<file path="src/rtl/lg_pkg.sv">
package lg_pkg;

  typedef logic [1:0] line_t;

  localparam int unsigned NUM_LINES = 3;
  localparam int unsigned NUM_TO    = 4;
  localparam int unsigned TO_SHORT  = 0;
  localparam int unsigned TO_MED    = 1;
  localparam int unsigned TO_LONG   = 2;
  localparam int unsigned TO_SUPER  = 3;

  localparam logic [2:0] MODE_KEEP = 3'b011;

  function automatic line_t next_line(input line_t cur);
    return (cur == line_t'(NUM_LINES - 1)) ? line_t'(0) : line_t'(cur + 2'd1);
  endfunction

  function automatic line_t start_line(input logic [1:0] code);
    return (code == 2'b11) ? line_t'(0) : line_t'(code);
  endfunction

endpackage

</file>
<file path="src/rtl/lg_timer.sv">
module lg_timer #(
  parameter int unsigned LIMIT = 16
) (
  input  logic clk,
  input  logic rst_n,
  input  logic tick,
  input  logic clr,
  output logic fire
);
  localparam int unsigned CW = (LIMIT > 1) ? $clog2(LIMIT) : 1;
  localparam logic [CW-1:0] LAST = CW'(LIMIT - 1);

  logic [CW-1:0] cnt;

  always_ff @(posedge clk) begin
    if (!rst_n) begin
      cnt  <= '0;
      fire <= 1'b0;
    end else begin
      fire <= 1'b0;
      if (clr) begin
        cnt <= '0;
      end else if (tick) begin
        if (cnt == LAST) begin
          cnt  <= '0;
          fire <= 1'b1;
        end else begin
          cnt <= cnt + 1'b1;
        end
      end
    end
  end
endmodule

</file>
<file path="src/rtl/lg_activity.sv">
module lg_activity
  import lg_pkg::*;
#(
  parameter int unsigned EDGES = 7
) (
  input  logic       clk,
  input  logic       rst_n,
  input  logic [2:0] lines,
  input  line_t      sel,
  output logic       act
);
  localparam int unsigned CW = $clog2(EDGES + 1);
  localparam logic [CW-1:0] LAST = CW'(EDGES - 1);

  logic [CW-1:0] cnt;
  line_t         sel_d;
  logic          prev;
  logic          bit_now;

  always_comb begin
    case (sel)
      2'd1:    bit_now = lines[1];
      2'd2:    bit_now = lines[2];
      default: bit_now = lines[0];
    endcase
  end

  always_ff @(posedge clk) begin
    if (!rst_n) begin
      cnt   <= '0;
      sel_d <= '0;
      prev  <= 1'b0;
      act   <= 1'b0;
    end else begin
      act   <= 1'b0;
      sel_d <= sel;
      prev  <= bit_now;
      if (sel != sel_d) begin
        cnt <= '0;
      end else if (bit_now != prev) begin
        if (cnt == LAST) begin
          cnt <= '0;
          act <= 1'b1;
        end else begin
          cnt <= cnt + 1'b1;
        end
      end
    end
  end
endmodule

</file>
<file path="src/rtl/lg_selector.sv">
module lg_selector
  import lg_pkg::*;
(
  input  logic       clk,
  input  logic       rst_n,
  input  logic       cmd_we,
  input  logic [3:0] cmd_lo,
  input  logic       rotate,
  output line_t      sel,
  output logic [2:0] mode_q,
  output logic       inhibit
);
  always_ff @(posedge clk) begin
    if (!rst_n) begin
      sel     <= '0;
      mode_q  <= '0;
      inhibit <= 1'b0;
    end else if (cmd_we) begin
      inhibit <= cmd_lo[3];
      if (cmd_lo[2:0] != MODE_KEEP) begin
        mode_q <= cmd_lo[2:0];
        sel    <= start_line(cmd_lo[1:0]);
      end
    end else if (rotate && !mode_q[2]) begin
      sel <= next_line(sel);
    end
  end
endmodule

</file>
<file path="src/rtl/lg_safety.sv">
module lg_safety (
  input  logic clk,
  input  logic rst_n,
  input  logic inhibit,
  input  logic act,
  input  logic long_fire,
  input  logic super_fire,
  input  logic exit_req,
  input  logic frame_mine,
  output logic safe,
  output logic int_pin
);
  logic running;
  logic mine_q;
  logic enter;

  assign enter = !inhibit && ((running && long_fire) || (!running && super_fire));

  always_ff @(posedge clk) begin
    if (!rst_n) begin
      safe    <= 1'b0;
      running <= 1'b0;
      mine_q  <= 1'b0;
    end else begin
      mine_q <= frame_mine && inhibit;
      if (exit_req) begin
        safe    <= 1'b0;
        running <= 1'b0;
      end else begin
        if (enter) safe <= 1'b1;
        if (act)   running <= 1'b1;
      end
    end
  end

  assign int_pin = safe || mine_q;
endmodule

</file>
<file path="src/rtl/line_guard.sv">
module line_guard
  import lg_pkg::*;
#(
  parameter int unsigned BASE_T = 1024,
  parameter int unsigned EDGES  = 7
) (
  input  logic       clk,
  input  logic       rst_n,
  input  logic [2:0] rx_line,
  input  logic       tick,
  input  logic       bus_dominant,
  input  logic       frame_ok,
  input  logic       frame_mine,
  input  logic       cmd_we,
  input  logic [3:0] cmd_lo,
  input  logic       exit_req,
  output logic [1:0] sel_line,
  output logic [3:0] stat_lo,
  output logic       safe_mode,
  output logic       int_pin
);
  localparam int unsigned LIM_SHORT = (BASE_T / 16 > 0) ? BASE_T / 16 : 1;
  localparam int unsigned LIM_MED   = (BASE_T / 4 > 0) ? BASE_T / 4 : 1;
  localparam int unsigned LIM_LONG  = BASE_T;
  localparam int unsigned LIM_SUPER = 4 * BASE_T;
  localparam int unsigned LIMS [NUM_TO] = '{LIM_SHORT, LIM_MED, LIM_LONG, LIM_SUPER};

  logic [2:0]        rx_q;
  logic [NUM_TO-1:0] to_clr;
  logic [NUM_TO-1:0] to_fire;
  logic              rotate;
  logic              act;
  logic [2:0]        cmd_mode;
  logic              inhibit;
  logic              lines_agree;

  always_ff @(posedge clk) begin
    if (!rst_n) rx_q <= '0;
    else        rx_q <= rx_line;
  end

  assign lines_agree = (&rx_q) || !(|rx_q);

  assign to_clr[TO_SHORT] = !bus_dominant || exit_req;
  assign to_clr[TO_MED]   = frame_ok || exit_req;
  assign to_clr[TO_LONG]  = frame_mine || exit_req;
  assign to_clr[TO_SUPER] = frame_mine || exit_req;

  for (genvar g = 0; g < NUM_TO; g++) begin : g_to
    lg_timer #(.LIMIT(LIMS[g])) u_timer (
      .clk  (clk),
      .rst_n(rst_n),
      .tick (tick),
      .clr  (to_clr[g]),
      .fire (to_fire[g])
    );
  end

  assign rotate = to_fire[TO_SHORT] || to_fire[TO_MED] || to_fire[TO_LONG];

  lg_selector u_sel (
    .clk    (clk),
    .rst_n  (rst_n),
    .cmd_we (cmd_we),
    .cmd_lo (cmd_lo),
    .rotate (rotate),
    .sel    (sel_line),
    .mode_q (cmd_mode),
    .inhibit(inhibit)
  );

  lg_activity #(.EDGES(EDGES)) u_act (
    .clk  (clk),
    .rst_n(rst_n),
    .lines(rx_q),
    .sel  (sel_line),
    .act  (act)
  );

  lg_safety u_safe (
    .clk       (clk),
    .rst_n     (rst_n),
    .inhibit   (inhibit),
    .act       (act),
    .long_fire (to_fire[TO_LONG]),
    .super_fire(to_fire[TO_SUPER]),
    .exit_req  (exit_req),
    .frame_mine(frame_mine),
    .safe      (safe_mode),
    .int_pin   (int_pin)
  );

  assign stat_lo = {safe_mode, lines_agree, sel_line};
endmodule

</file>
<file path="config.mk">
export PLATFORM = sky130hd
export DESIGN_NAME = line_guard
export DESIGN_NICKNAME = d
export VERILOG_FILES = /design/src/rtl/lg_pkg.sv /design/src/rtl/lg_timer.sv /design/src/rtl/lg_activity.sv /design/src/rtl/lg_selector.sv /design/src/rtl/lg_safety.sv /design/src/rtl/line_guard.sv
export SDC_FILE = /design/constraint.sdc
export NUM_CORES = 1
export LEC_CHECK = 0
export BUFFER_PORTS_ARGS = -buffer_cell sky130_fd_sc_hd__buf_2
export CELL_PAD_IN_SITES_DETAIL_PLACEMENT = 2
export CELL_PAD_IN_SITES_GLOBAL_PLACEMENT = 2
export CORE_ASPECT_RATIO = 0.7
export CORE_UTILIZATION = 36
export DETAILED_ROUTE_END_ITERATION = 10
export PLACE_DENSITY_LB_ADDON = 0.1
export SYNTH_ARGS = -nofsm -noshare
export SYNTH_HDL_FRONTEND = slang
export SYNTH_SLANG_ARGS = --single-unit
</file>
<file path="constraint.sdc">
create_clock -name clk -period 2.1 [get_ports clk]
set_input_delay 0.21 -clock clk [delete_from_list [all_inputs] [get_ports clk]]
set_output_delay 0.21 -clock clk [all_outputs]
set_load 0.1 [all_outputs]
</file>
==> results.json, run 1 <==
{
  "status": "finished clean",
  "mostFrequentLayoutCell": "dfxtp_1",
  "drc": 0,
  "fin_crit_ps": 1770,
  "die_w_um": 102,
  "ir_drop_mv": 0.357,
  "place_hpwl_um": 4310,
  "vias": 2011,
  "start_kind": "flop",
  "powerDensity_nw_per_um2": 783,
  "path_cells": "inv_1 -> ha_1 -> nor2_1 -> a211oi_1 -> o21ai_1 -> mux2i_1",
  "ctsResizeCount": 0,
  "drt_iter0_markers": 45,
  "path_delay_family": "compound AO/OA/AOI/OAI gates",
  "io_pins": 23,
  "netlist_area_um2": 2520,
  "synth_cell_types": 42,
  "grt_usage_pct": 17.2,
  "vias_per_cell": 4.97,
  "ys_seq_elements": 57,
  "grt_pass1_wl_um": 9390,
  "slew_violations": 0,
  "cts_setup_buffers": 0,
  "first_global_vias": 1933,
  "final_antenna_net_count": 0,
  "slowest_delay_ps": 400,
  "cts_sinks": 57,
  "crit_fanout": 7,
  "post_drt_wl_per_cell_um": 14.2,
  "finClkSkew_ps": 5.34,
  "area_delta_synth_final_pct": 14.2,
  "finalHoldViolCount": 0,
  "postCtsHoldBufs": 0,
  "io_buffer_count": 22,
  "syn_nets": 305,
  "setup_viol": 0,
  "relSlewSlack_pct": 50.5,
  "p_leak_nw": 1.11,
  "root_buffer": "clkbuf_8",
  "path_clk_slew_ps": 60,
  "drive_above_1_share_pct": 16.1,
  "dieArea_um2": 7350,
  "start_util_pct": 37.4,
  "cts.path.max_buffers": 2,
  "crit_path_top_delay_cell": "dfxtp_2",
  "syn_area_per_cell_um2": 8.95,
  "worstPathArrival_ps": 1990,
  "firstDrtPassIters": 4,
  "timing.rr.start": "u_sel.sel[0]$_SDFFE_PN0P_",
  "grt_max_degree": 16,
  "tns_ps": 0,
  "worst_pin_slew_ps": 737,
  "finalInstanceArea_um2": 2880,
  "routed_wl_um": 5760,
  "cts_made_buffers": 9,
  "grt_antenna_before_repair": 0,
  "core_area_um2": 6760,
  "drv_cap": 0,
  "clk_latency_ps": 340,
  "gr-total-overflow": 0,
  "diodes": 0,
  "cp-startpoint": "u_sel.sel[0]$_SDFFE_PN0P_",
  "post-route-period-util_pct": 84.2,
  "final_cell_mix": "dfxtp_1 (55), nor2_1 (46), nand2_1 (29), buf_2 (22), xor2_1 (21)",
  "ys_seq_area_share_pct": 45.2,
  "rsz0062_at_grt": "false",
  "max_freq_mhz": 565,
  "placed_area_um2": 2700,
  "hp-class": "primary input to flop",
  "required_ps": 2320,
  "worst-path-buf-inv": 1,
  "ys_warn_count": 0,
  "nets": 330,
  "critPathKind": "flop to flop",
  "cts_tree": "built",
  "cts_max_level": 3,
  "synth_cells": 282,
  "crit_path_end_kind": "flop",
  "gp_congestion": 0.717,
  "rows": 25,
  "hp-start": "rx_line[2]",
  "die_y_um": 72.1
}
## metrics by stage
step	hold slack, ps	worst slack [ps]	utilization (%)	power, W	instances
after floorplan	325	130	-	0.00129	282
after global placement	414	472	40.0	0.00134	390
after detailed placement	430	380	40.0	0.00134	390
after CTS	69.3	325	42.7	0.00230	405
after global routing	66.4	98.3	42.7	0.00237	405
final	86.3	331	42.7	0.00226	405
## per-layer routing
| layer | part of all wire (%) | GRT usage, % | wire length [um] |
|---|---|---|---|
| met3 | 5.5 | 6.94 | 315 |
| met5 | 0 | 0 | 0 |
| met1 | 52 | 22.7 | 2990 |
| met4 | 1.2 | 5.24 | 67 |
| met2 | 41 | 25.8 | 2390 |
## final timing paths
path,endpoint,slack (ps),depth (start not counted)
max,u_act.cnt[2]$_SDFFE_PP0P_,330,6
min,rx_q[2]$_SDFF_PN0_,90,2
max reg2reg,u_act.cnt[2]$_SDFFE_PP0P_,330,6
min reg2reg,u_safe.running$_SDFFE_PP0P_,440,1
## power breakdown
part	internal (W)	total, W	switching, W	leakage, nW
clock	0.000511	0.000940	0.000429	0.0980
sequential	0.00110	0.00112	0.0000189	0.462
combinational	0.0000632	0.000198	0.000134	0.548
total	0.00168	0.00226	0.000582	1.11
## cell usage after synthesis, drive strengths merged
cell type	number	area share, %
and3	7	1.8
or3	1	0.25
nand3b	10	3.0
nand2b	5	1.5
o211ai	2	0.59
and2b	1	0.40
nor4	2	0.50
nand2	29	4.3
a211o	2	0.69
a22oi	2	0.59
or4	1	0.30
nand4	11	2.7
a211oi	2	0.59
o31ai	2	0.59
mux2i	6	2.4
buf	8	2.3
mux2	1	0.45
xor2	21	7.3
dfxtp	57	45
clkbuf	2	0.30
inv	7	1.0
ha	8	4.0
o21a	2	0.59
o21ai	8	1.6
a21oi	4	0.79
o211a	1	0.40
and4	2	0.69
xnor2	9	3.1
or2	2	0.50
nor2	46	6.8
nand3	9	1.8
and2	3	0.89
nor3	6	1.2
o22ai	2	0.50
a21boi	1	0.30
## state kept, by name (all words and copies together), names as in the netlist, 2 cells and up
register           cells
g_to.u_timer.cnt      36
g_to.u_timer.fire      4
rx_q                   3
u_act.cnt              3
u_act.sel_d            2
u_sel.sel              2
## cell type report
class / count / area [um2]
Multi-Input combinational cell: 208 / 1290
Clock buffer: 12 / 165
Sequential cell: 57 / 1140
Clock inverter: 3 / 15.0
Inverter: 7 / 26.3
Fill cell: 757 / 3870
Timing Repair Buffer: 24 / 125
Tap cell: 94 / 118
## cell families (layout without fill, tap and decap cells)
group           Yosys count  in the layout  share of synthesized area (%)
simple gates            135            135                           26.7
flops                    57             57                           45.2
xor+xnor                 30             30                           10.4
compound gates           28             28                           7.24
buf+inv                  17             46                           3.67
fa+ha+maj                 8              8                           3.97
mux                       7              7                           2.83
Note: power is estimated with default switching activity, not from simulation.
==> run 2: changes to the inputs <==
--- a/config.mk
+++ b/config.mk
@@ -5,11 +5,12 @@
 export SDC_FILE = /design/constraint.sdc
 export NUM_CORES = 1
 export LEC_CHECK = 0
+export ABC_AREA = 1
 export BUFFER_PORTS_ARGS = -buffer_cell sky130_fd_sc_hd__buf_2
 export CELL_PAD_IN_SITES_DETAIL_PLACEMENT = 2
 export CELL_PAD_IN_SITES_GLOBAL_PLACEMENT = 2
 export CORE_ASPECT_RATIO = 0.7
-export CORE_UTILIZATION = 36
+export CORE_UTILIZATION = 33
 export DETAILED_ROUTE_END_ITERATION = 10
 export PLACE_DENSITY_LB_ADDON = 0.1
 export SYNTH_ARGS = -nofsm -noshare
==> constraint.sdc (replaced) <==
create_clock -name clk -period 1.7 [get_ports clk]
set_input_delay 0.17 -clock clk [delete_from_list [all_inputs] [get_ports clk]]
set_output_delay 0.17 -clock clk [all_outputs]
set_load 0.1 [all_outputs]
==> run 2 against run 1 <==
  * First-iteration DRC count grew 42%
  * Core utilization down 0.79 points
  * Hold slack lost 53 ps
  * Sequential share of layout area decreased by 3.3 points
  * Non-clock buffer count is 3 higher
  * Combinational power rose by 45%
  * Critical path depth rose by 1
  * Clock-buffer cell count rose by 2
  * Flip-flop and latch count did not move
  * Power increased by 48%
  * Clock skew down 1.6 ps
==> results.json, run 2 <==
{
  "status": "finished clean",
  "worstPathArrival_ps": 1850,
  "yosysTopAreaCellShare_pct": 42.9,
  "drt_iter0_markers": 64,
  "timing.rr.start": "u_sel.sel[0]$_SDFFE_PN0P_",
  "first_global_vias": 2606,
  "yosys-top-cells-area": "dfxtp_1 (43%), nand2_1 (13%), nor2_1 (7.8%)",
  "pre_cts_ws_ps": 82.5,
  "ys_warn_count": 0,
  "max_freq_mhz": 613,
  "io_buffer_count": 22,
  "io_pins": 23,
  "final_antenna_net_count": 0,
  "rsz0062_at_grt": "false",
  "nets": 430,
  "cp-startpoint": "u_sel.sel[0]$_SDFFE_PN0P_",
  "grt_antenna_before_repair": 0,
  "drc": 0,
  "root_buffer": "clkbuf_16",
  "ys_seq_elements": 57,
  "postCtsHoldBufs": 0,
  "path_cells": "inv_2 -> ha_2 -> or2_2 -> nand3_1 -> nand2_1 -> nor2_1 -> nor2_1",
  "start_kind": "flop",
  "synth_cell_types": 27,
  "hold_slack_ps": 33.6,
  "diodes": 0,
  "start_util_pct": 35.2,
  "final_cell_mix": "nand2_1 (94), nor2_1 (55), dfxtp_1 (54), inv_1 (45), a21oi_1 (31)",
  "slowest_delay_ps": 380,
  "setup_viol": 0,
  "cts_sinks": 57,
  "ys_seq_area_share_pct": 42.9,
  "placed_area_um2": 2880,
  "drive_above_1_share_pct": 13.4,
  "crit_path_end_kind": "flop",
  "worst_pin_slew_ps": 505,
  "cts_max_level": 3,
  "crit_fanout": 8,
  "grt_pass1_wl_um": 12600,
  "slew_violations": 0,
  "finClkSkew_ps": 3.72,
  "hp-start": "rx_line[0]",
  "die_y_um": 77.1,
  "synth_ff_type": "dfxtp_1",
  "path_clk_slew_ps": 50,
  "cts_tree": "built",
  "p_leak_nw": 1.30,
  "vias_per_cell": 4.85,
  "clk_latency_ps": 320,
  "critPathKind": "flop to flop",
  "syn_area_per_cell_um2": 7.05,
  "gp_congestion": 0.722,
  "ir_drop_mv": 0.641,
  "dieArea_um2": 8430,
  "cp_common_cell": "nor2_1",
  "hp-class": "primary input to flop",
  "mostFrequentLayoutCell": "nand2_1",
  "dp.cells": 494,
  "synth_common_cells": "nand2_1 (94), dfxtp_1 (57), nor2_1 (55), inv_1 (47), a21oi_1 (31)",
  "firstDrtPassIters": 4,
  "timing.final.ws_setup_ps": 67.9,
  "post_drt_wl_per_cell_um": 14.4,
  "fin_crit_ps": 1630,
  "total_power_w": 0.00334,
  "required_ps": 1920,
  "drv_cap": 0,
  "fillers": 897,
  "gr-total-overflow": 0,
  "largest_register_ffs": 36,
  "syn_nets": 400,
  "ff_latch_area_um2": 1150,
  "routed_wl_um": 7320,
  "crit_path_top_delay_cell": "dfxtp_4",
  "path_delay_family": "simple AND/OR/NAND/NOR gates",
  "yosysTopAreaCell": "dfxtp_1",
  "cts_made_buffers": 9,
  "finalHoldViolCount": 0,
  "post-route-period-util_pct": 96.0,
  "place_hpwl_um": 5400,
  "die_w_um": 109,
  "netlist_area_um2": 2660,
  "worst-path-buf-inv": 1,
  "largest_register": "g_to.u_timer.cnt",
  "grt_usage_pct": 19.8,
  "layoutNonFillerInstCount": 508,
  "synth_most_common_cell": "nand2_1",
  "synthArstFlopShare_pct": 0,
  "cts.path.max_buffers": 2,
  "area_delta_synth_final_pct": 18.9,
  "largestRegisters": "g_to.u_timer.cnt (36), g_to.u_timer.fire (4)",
  "finalInstanceArea_um2": 3160,
  "relSlewSlack_pct": 66.6,
  "grt_max_degree": 16,
  "multi_input_area_um2": 1280,
  "core_area_um2": 7550,
  "synth_cells": 377,
  "vias": 2464,
  "powerDensity_nw_per_um2": 1060,
  "synth_edf_count": 0,
  "rows": 26
}
## run 2: cell count changes in the layout (fill, tap and decap cells not counted), sizes merged, moves of 6 or more
| cell | previous run | this run |
|---|---|---|
| xnor2 | 9 | 3 |
| nor3 | 6 | 12 |
| nand3 | 9 | 24 |
| nand3b | 10 | 1 |
| nor2 | 46 | 58 |
| mux2i | 6 | 0 |
| nand4 | 11 | 2 |
| xor2 | 21 | 7 |
| inv | 7 | 50 |
| a21oi | 4 | 31 |
| nand2 | 29 | 94 |
## run 2: path summary, 6_finish.rpt
| path | depth (start not counted) | slack (ps) | to |
|---|---|---|---|
| max | 7 | 70 | u_act.cnt[1]$_SDFFE_PP0P_ |
| min | 3 | 30 | rx_q[0]$_SDFF_PN0_ |
| max reg2reg | 7 | 70 | u_act.cnt[1]$_SDFFE_PP0P_ |
| min reg2reg | 2 | 450 | g_to[2].u_timer.cnt[8]$_SDFFE_PP0P_ |
## run 2: where the power goes
part	internal (W)	total, W	switching, W
Clock	0.00109	0.00166	0.000575
Sequential	0.00136	0.00139	0.0000258
Combinational	0.0000781	0.000287	0.000209
## run 2: cell families after synthesis
kind of cell	synth area share [%]
XOR/XNOR	3.29
buffers and inverters	9.27
AND/OR/NAND/NOR	32.1
AO/OA/AOI/OAI	8.61
adder cells (fa/ha/maj)	3.76
flip-flops	42.9
## run 2: what timing repair did
item,CTS,global route
endpoints found under the setup margin,0,5
setup buffers,0,0
resized for setup,0,2
## run 2: layer usage
layer	track usage, %	up-vias	wire [um]
met3	7.91	8	267
met2	31.1	28	3320
met4	4.67	0	83
li1	-	1242	-
met1	25.2	1186	3660
met5	0	-	0
## run 2: worst min-delay path: stages
cell     delay, ps
buf_2           70
nand2_1         40
inv_1           40
## run 2: per-stage QoR
stage	setup TNS, ps	utilization, %
floorplan	-1.13	-
global placement	0	38.1
detailed placement	0	38.1
CTS	0	41.8
global route	0	41.9
finish	0	41.9
## run 2: cell type report
cell class                 count  area share, %
multi-input combinational    262           40.5
clock buffer                  14           8.67
tap                           98           3.88
inverter                      50           5.94
timing repair buffer          27           4.67
sequential                    57           36.4
